<file path="src/rtl/mm_pkg.sv">
package mm_pkg;

  typedef enum logic [1:0] {
    SEL_UU  = 2'b00,
    SEL_SS  = 2'b01,
    SEL_SU  = 2'b10,
    SEL_RSV = 2'b11
  } sign_sel_e;

  localparam int unsigned MODE_W = 3;
  localparam int unsigned FRAC_BIT = 2;

  function automatic logic a_is_signed(input sign_sel_e s);
    return (s == SEL_SS) || (s == SEL_SU);
  endfunction

  function automatic logic b_is_signed(input sign_sel_e s);
    return (s == SEL_SS);
  endfunction

endpackage

</file>
<file path="src/rtl/mm_operand_ext.sv">
module mm_operand_ext #(
  parameter int unsigned W = 8,
  localparam int unsigned PW = 2 * W
) (
  input  logic [W-1:0]  val,
  input  logic          is_signed,
  output logic [PW-1:0] ext
);
  logic fill;
  assign fill = is_signed & val[W-1];
  assign ext  = {{W{fill}}, val};
endmodule

</file>
<file path="src/rtl/mm_product.sv">
module mm_product #(
  parameter int unsigned W = 8,
  localparam int unsigned PW = 2 * W
) (
  input  logic [PW-1:0] ea,
  input  logic [PW-1:0] eb,
  output logic [PW-1:0] raw
);
  // Low PW bits of a PW x PW product are the same for signed and unsigned
  // readings, so extended operands need only one unsigned multiplier.
  assign raw = ea * eb;
endmodule

</file>
<file path="src/rtl/mm_post.sv">
module mm_post #(
  parameter int unsigned W = 8,
  localparam int unsigned PW = 2 * W
) (
  input  logic [PW-1:0] raw,
  input  logic          frac,
  output logic [PW-1:0] result,
  output logic          carry,
  output logic          zero
);
  always_comb begin
    if (frac) result = {raw[PW-2:0], 1'b0};
    else      result = raw;
  end
  assign carry = raw[PW-1];
  assign zero  = (result == '0);
endmodule

</file>
<file path="src/rtl/mm_mul8.sv">
module mm_mul8
  import mm_pkg::*;
#(
  parameter int unsigned W = 8,
  localparam int unsigned PW = 2 * W
) (
  input  logic              clk,
  input  logic              rst_n,
  input  logic              start,
  input  logic [MODE_W-1:0] mode,
  input  logic [W-1:0]      op_a,
  input  logic [W-1:0]      op_b,
  output logic [PW-1:0]     product,
  output logic              done,
  output logic              carry,
  output logic              zero
);

  sign_sel_e sel;
  logic      accept;
  logic [PW-1:0] ea, eb;

  assign sel    = sign_sel_e'(mode[1:0]);
  assign accept = start & ~s1_valid;

  mm_operand_ext #(.W(W)) i_ext_a (.val(op_a), .is_signed(a_is_signed(sel)), .ext(ea));
  mm_operand_ext #(.W(W)) i_ext_b (.val(op_b), .is_signed(b_is_signed(sel)), .ext(eb));

  // Stage 1: captured operands
  logic          s1_valid;
  logic          s1_frac;
  logic [PW-1:0] s1_ea, s1_eb;

  always_ff @(posedge clk or negedge rst_n) begin
    if (!rst_n) begin
      s1_valid <= 1'b0;
      s1_frac  <= 1'b0;
      s1_ea    <= '0;
      s1_eb    <= '0;
    end else begin
      s1_valid <= accept;
      if (accept) begin
        s1_frac <= mode[FRAC_BIT];
        s1_ea   <= ea;
        s1_eb   <= eb;
      end
    end
  end

  // Stage 2: multiply, align, flags
  logic [PW-1:0] raw, res;
  logic          c_nxt, z_nxt;

  mm_product #(.W(W)) i_prod (.ea(s1_ea), .eb(s1_eb), .raw(raw));
  mm_post    #(.W(W)) i_post (.raw(raw), .frac(s1_frac), .result(res),
                              .carry(c_nxt), .zero(z_nxt));

  always_ff @(posedge clk or negedge rst_n) begin
    if (!rst_n) begin
      product <= '0;
      carry   <= 1'b0;
      zero    <= 1'b0;
      done    <= 1'b0;
    end else begin
      done <= s1_valid;
      if (s1_valid) begin
        product <= res;
        carry   <= c_nxt;
        zero    <= z_nxt;
      end
    end
  end

  // accepted start gives done two edges later, as a single pulse
  a_r7_done_latency: assert property (@(posedge clk) disable iff (!rst_n)
    (start && !s1_valid) |=> ##1 done);
  a_r7_done_pulse: assert property (@(posedge clk) disable iff (!rst_n)
    done |=> !done);
  // a start during the busy cycle leaves no new work behind
  a_r8_busy_drops_start: assert property (@(posedge clk) disable iff (!rst_n)
    (start && s1_valid) |=> (done && !s1_valid));
  // results hold between done strobes
  a_r10_hold_product: assert property (@(posedge clk) disable iff (!rst_n)
    !done |-> ($stable(product) && $stable(carry) && $stable(zero)));
  // zero flag agrees with the delivered product
  a_r6_zero_flag: assert property (@(posedge clk) disable iff (!rst_n)
    done |-> (zero == (product == '0)));

endmodule

</file>
<file path="config.mk">
export PLATFORM = sky130hd
export DESIGN_NAME = mm_mul8
export DESIGN_NICKNAME = d
export VERILOG_FILES = /design/src/rtl/mm_pkg.sv /design/src/rtl/mm_operand_ext.sv /design/src/rtl/mm_product.sv /design/src/rtl/mm_post.sv /design/src/rtl/mm_mul8.sv
export SDC_FILE = /design/constraint.sdc
export NUM_CORES = 1
export LEC_CHECK = 0
export BUFFER_PORTS_ARGS = -buffer_cell sky130_fd_sc_hd__buf_2
export CAP_MARGIN = 20
export CORE_UTILIZATION = 40
export CTS_CLUSTER_DIAMETER = 50
export CTS_CLUSTER_SIZE = 14
export DETAILED_ROUTE_END_ITERATION = 10
export HOLD_SLACK_MARGIN = 0.06
export PLACE_DENSITY_LB_ADDON = 0.05
export RECOVER_POWER = 25
export SYNTH_ARGS = -nofsm -noshare
export SYNTH_HDL_FRONTEND = slang
export SYNTH_SLANG_ARGS = --single-unit
</file>
<file path="constraint.sdc">
create_clock -name clk -period 13.1 [get_ports clk]
set_clock_uncertainty 0.2 [all_clocks]
set_input_delay 1.965 -clock clk [delete_from_list [all_inputs] [get_ports clk]]
set_output_delay 1.965 -clock clk [all_outputs]
set_load 0.02 [all_outputs]
</file>
==> Word-level counts from Yosys, hierarchy flattened <==
Cells that the tools add are included.
{ "totals": {"regBits": 39, "latchBits": 0, "ram_bits": 0, "rom_bits": 0, "elab_cells": 18, "memories": 0} }
{ "classes": {"addsub": 0, "multipliers": 1, "div_mod_pow": 0, "order_cmp": 0, "n_eq_ne": 2, "n_shift": 0, "mux": 1, "n_bitwise": 4, "reduce_logical": 2} }
{ "ops": {"columns": ["operator", "n"], "rows": [
  ["16-bit zero test", 1],
  ["9-bit by 9-bit multiplier with 16-bit output", 1],
  ["16-bit 2-to-1 mux", 1],
  ["1-bit AND", 3],
  ["2-bit by 1-bit equality test with 1-bit output (second input constant)", 1],
  ["2-bit equality test (second input constant)", 1],
  ["1-bit logical OR", 1],
  ["1-bit inverter", 1]
]} }

==> Longest topological paths before layout <==
{ "depth": {"depth_word": 3, "depth_mapped": 18} }

==> Cells and area by module <==
A second synthesis with hierarchy kept.
{ "unflattened": {"cells_unflattened": 640, "area_unflattened_um2": 6601.3} }
{ "modules_own_cells": {"columns": ["mod", "instances", "cells_each", "area_per_inst_um2", "seq_area_each_um2"], "rows": [
  ["mm_product", 1, 466, 3921.3, 0.0],
  ["mm_mul8", 1, 114, 2125.8, 1326.3],
  ["mm_post", 1, 26, 301.5, 0.0],
  ["mm_operand_ext", 2, 17, 126.4, 0.0]
]} }

==> Worst setup path after synthesis <==
OpenSTA, ideal clock, no wires.
{ "synth_timing": {"kind": "register to register", "from": "register s1_ea[5]", "to": "register zero", "setup_time_ps": 103, "t_arrival_ps": 4991, "required_ps": 12797, "slack_ps": 7806, "stages_incl_launch_ff": 16, "n_path_buf": 1, "period_less_slack_ps": 5294, "path_cell_list": "dfrtp_1 > clkbuf_1 > nand2_1 > fa_1 > fa_1 > inv_1 > fa_1 > fa_1 > fa_1 > ha_1 > inv_1 > o21bai_1 > xor2_1 > or4_1 > or4_1 > o41ai_2"} }
{ "synth_between": {"elab_chain_cells": 3} }
{ "synth_lines": {"columns": ["item", "line", "source"], "rows": [
  ["from (decl)", "mm_mul8.sv:32", "logic [PW-1:0] s1_ea, s1_eb;"],
  ["from (signal assigned)", "mm_mul8.sv:38", "s1_ea <= '0;"],
  ["from (signal assigned)", "mm_mul8.sv:44", "s1_ea <= ea;"],
  ["9-bit by 9-bit multiplier with 16-bit output", "mm_product.sv:11", "assign raw = ea * eb;"],
  ["16-bit 2-to-1 mux", "mm_post.sv:12", "if (frac) result = {raw[PW-2:0], 1'b0};"],
  ["16-bit zero test", "mm_post.sv:16", "assign zero = (result == '0);"],
  ["to (signal assigned)", "mm_mul8.sv:69", "zero <= z_nxt;"],
  ["to (decl)", "mm_mul8.sv:16", "output logic zero"]
]} }
No other way between the ends.
A chain may end at the register's enable or synchronous reset.

==> Worst setup path in the final report <==
{ "layout_timing": {"from": "register s1_eb[0]", "to": "register zero"} }
{ "layout_between": {"elab_chain_cells": 3} }
{ "layout_lines": {"columns": ["item", "line", "source"], "rows": [
  ["from (decl)", "mm_mul8.sv:32", null],
  ["from (signal assigned)", "mm_mul8.sv:39", "s1_eb <= '0;"],
  ["from (signal assigned)", "mm_mul8.sv:45", "s1_eb <= eb;"],
  ["9-bit by 9-bit multiplier with 16-bit output", "mm_product.sv:11", null],
  ["16-bit 2-to-1 mux", "mm_post.sv:12", null],
  ["16-bit zero test", "mm_post.sv:16", null]
]} }
No other way between the ends.

==> metrics.yaml <==
die_h_um: 107
finalSetupViolCount: 0
clock-sinks: 39
maxSlewHeadroom: -0.430
ys.flop_type: "dfrtp_1"
ant_nets: 0
crit_end: "zero$_DFFE_PN0P_"
fill_cells: 1036
nNetsFinal: 599
grt_pass1_wl_um: 16900
hold_violations: 0
fin_crit_sh: 0.434
drive_above_1_share: 0.150
crit_fanout: 11
fin_ws_ns: 7.42
synthDistinctLibCells: 37
ys_seq_area_frac: 0.222
synth_compound_area_frac: 0.0674
track_usage: 0.191
worstPathRequired_ns: 13.11
cap_violations: 1
synthToLayoutAreaGrowth_pct: 9.24
routabilityCongestion: 0.833
hold-worst-slack_ns: 0.217
remaining_drc_errors: 0
rsz0062_at_grt: "no"
grt_start_max_net_pins: 40
placementRows: 37
r2r_cells: 14
r2r-end: "zero$_DFFE_PN0P_"
hold_buffers: 0
slew_violations: 40
insertion_delay_ns: 0.30
crit_start: "s1_eb[0]$_DFFE_PN0P_"
synth_mux_area_frac: 0.0668
cts_buffers: 5
syn_area_mm2: 0.00440
die_w_um: 107
antenna_cells: 0
wl_per_cell_um: 15.6
antenna_found_initial: 0
clock_path_buffers: 2
synth-adder-area-share: 0.383
drtPass1Iterations: 4
dpl.hpwl_um: 7760
fin_tns_setup_ns: 0
synth_cells: 457
async_flop_share: 1.00
cts.reportedPaths.clkPinSlew_ns: 0.09
cts_setup_buffers: 0
cts-resized-gates: 0
synth_edf_count: 0
die_area_mm2: 0.0114
r2r-start: "s1_eb[0]$_DFFE_PN0P_"
grt_pass1_vias: 3276
tightest_slew_ns: 2.15
vias_per_cell: 4.90
path_class: "register to register"
yosys.area_share.xor_xnor: 0.0358
holdCritPathClass: "register to register"
design.core.area_mm2: 0.0105
cp.arrival_ns: 5.69
start_util: 0.419
outcome: "complete, but fails checks"
synth-simple-area-share: 0.137
route.vias.total: 3021
final.min_clock_period_ns: 5.68
syn_area_per_cell_um2: 9.63
cts-root-buf: "clkbuf_8"
startpoint_type: "register"
ys_ff_latch: 39
synth_warnings: 0
drt_iter0_markers: 142
io_buffers: 40
cts_tree: "done"
violations: "max-capacitance violations, max-slew violations"
htreeDepth: 2
cp-end-kind: "register"
r2r_setup_slack_ns: 7.42
routed_wl_um: 9610
syn_nets: 576
synth_top_family_by_area: "adder cells"
overflow: 0
dp_slack_ns: 7.49
ios: 41
fmax_ghz: 0.176
-- Yosys cell counts (2+ instances only) --
library cell	n	area (um^2)
inv_1	77	289
fa_1	63	1260
nand2_1	57	214
dfrtp_1	39	976
ha_1	34	425
and2_1	32	200
clkbuf_1	26	97.6
nor2_1	20	75.1
mux2_2	19	214
xnor2_1	14	123
a21oi_1	11	55.1
mux2i_1	8	80.1
o21ai_0	7	35.0
nand3_1	5	25.0
o21ai_1	5	25.0
a31oi_1	4	25.0
o211ai_1	4	30.0
xor2_1	4	35.0
a21o_1	3	22.5
nand2b_1	3	18.8
nor2b_1	3	18.8
a211oi_1	2	15.0
a21oi_2	2	17.5
or4_1	2	15.0
-- logic make-up (layout without fill, tap and decap cells) --
| group | count (synthesis) | count (layout) |
|---|---|---|
| simple gates | 128 | 128 |
| fa+ha+maj | 97 | 97 |
| buf+inv | 103 | 127 |
| mux | 27 | 27 |
| xor+xnor | 18 | 18 |
| compound gates | 45 | 45 |
| flops | 39 | 39 |
-- layer usage --
layer | global-route usage | vias to the layer above | part of all wire
met5 | 0 | - | 0
met4 | 0.0225 | 0 | 0.0035
met3 | 0.0274 | 5 | 0.039
met2 | 0.289 | 54 | 0.44
met1 | 0.298 | 1497 | 0.52
li1 | - | 1465 | -
-- area by class of cell --
| class | instances | area [um^2] | area share |
|---|---|---|---|
| clock buffer | 5 | 68.8 | 0.0143 |
| clock inverter | 3 | 43.8 | 0.00911 |
| inverter | 77 | 289 | 0.0601 |
| multi-input combinational | 315 | 3040 | 0.632 |
| sequential | 39 | 976 | 0.203 |
| tap | 136 | 170 | 0.0354 |
| timing repair buffer | 42 | 221 | 0.0461 |
-- layout by cell type (no fill, tap or decap), drive strengths merged, types with 4 or more instances in the layout --
cell type / count
o211ai: 4
mux2: 19
o21ai: 12
inv: 77
xor2: 4
fa: 63
a31oi: 4
dfrtp: 39
buf: 41
ha: 34
clkbuf: 6
nand3: 5
nand2: 57
and2: 32
xnor2: 14
nor2: 20
a21oi: 13
mux2i: 8
-- stage by stage --
| step | utilization | instance area, um^2 | cells |
|---|---|---|---|
| 6_report | 0.458 | 4810 | 617 |
| 5_1_grt | 0.458 | 4810 | 617 |
| 3_3_place_gp | 0.446 | 4680 | 608 |
| 3_5_place_dp | 0.446 | 4680 | 608 |
| 4_1_cts | 0.456 | 4800 | 616 |
| 2_1_floorplan | - | 4400 | 457 |
-- worst max-delay path: stages, from the launching register on --
cell and delay, ns:
dfrtp_1 0.62, nand2_1 0.22, fa_1 0.52, inv_1 0.06, fa_1 0.52, fa_1 0.45
fa_1 0.57, fa_1 0.42, ha_1 0.39, and3_1 0.21, a311oi_1 0.37, a211oi_1 0.16
or3_1 0.40, and2_1 0.17, o41ai_2 0.31
-- sequential cells by signal (all words and copies together) (netlist names) --
| register | cells |
|---|---|
| s1_frac | 1 |
| zero | 1 |
| s1_eb | 9 |
| done | 1 |
| carry | 1 |
| s1_ea | 9 |
| product | 16 |
| s1_valid | 1 |
-- worst min path at each step --
stage / startpoint / to / cells past startpoint
6_report: s1_valid$_DFF_PN0_ / done$_DFF_PN0_ / 0
5_1_grt: s1_valid$_DFF_PN0_ / done$_DFF_PN0_ / 0
4_1_cts: s1_valid$_DFF_PN0_ / done$_DFF_PN0_ / 0
3_3_place_gp: s1_valid$_DFF_PN0_ / done$_DFF_PN0_ / 0
3_5_place_dp: s1_valid$_DFF_PN0_ / done$_DFF_PN0_ / 0
2_1_floorplan: s1_valid$_DFF_PN0_ / done$_DFF_PN0_ / 0
Power is not shown: default switching activity piles up to over one toggle a cycle in this logic, so the estimate is an artifact.
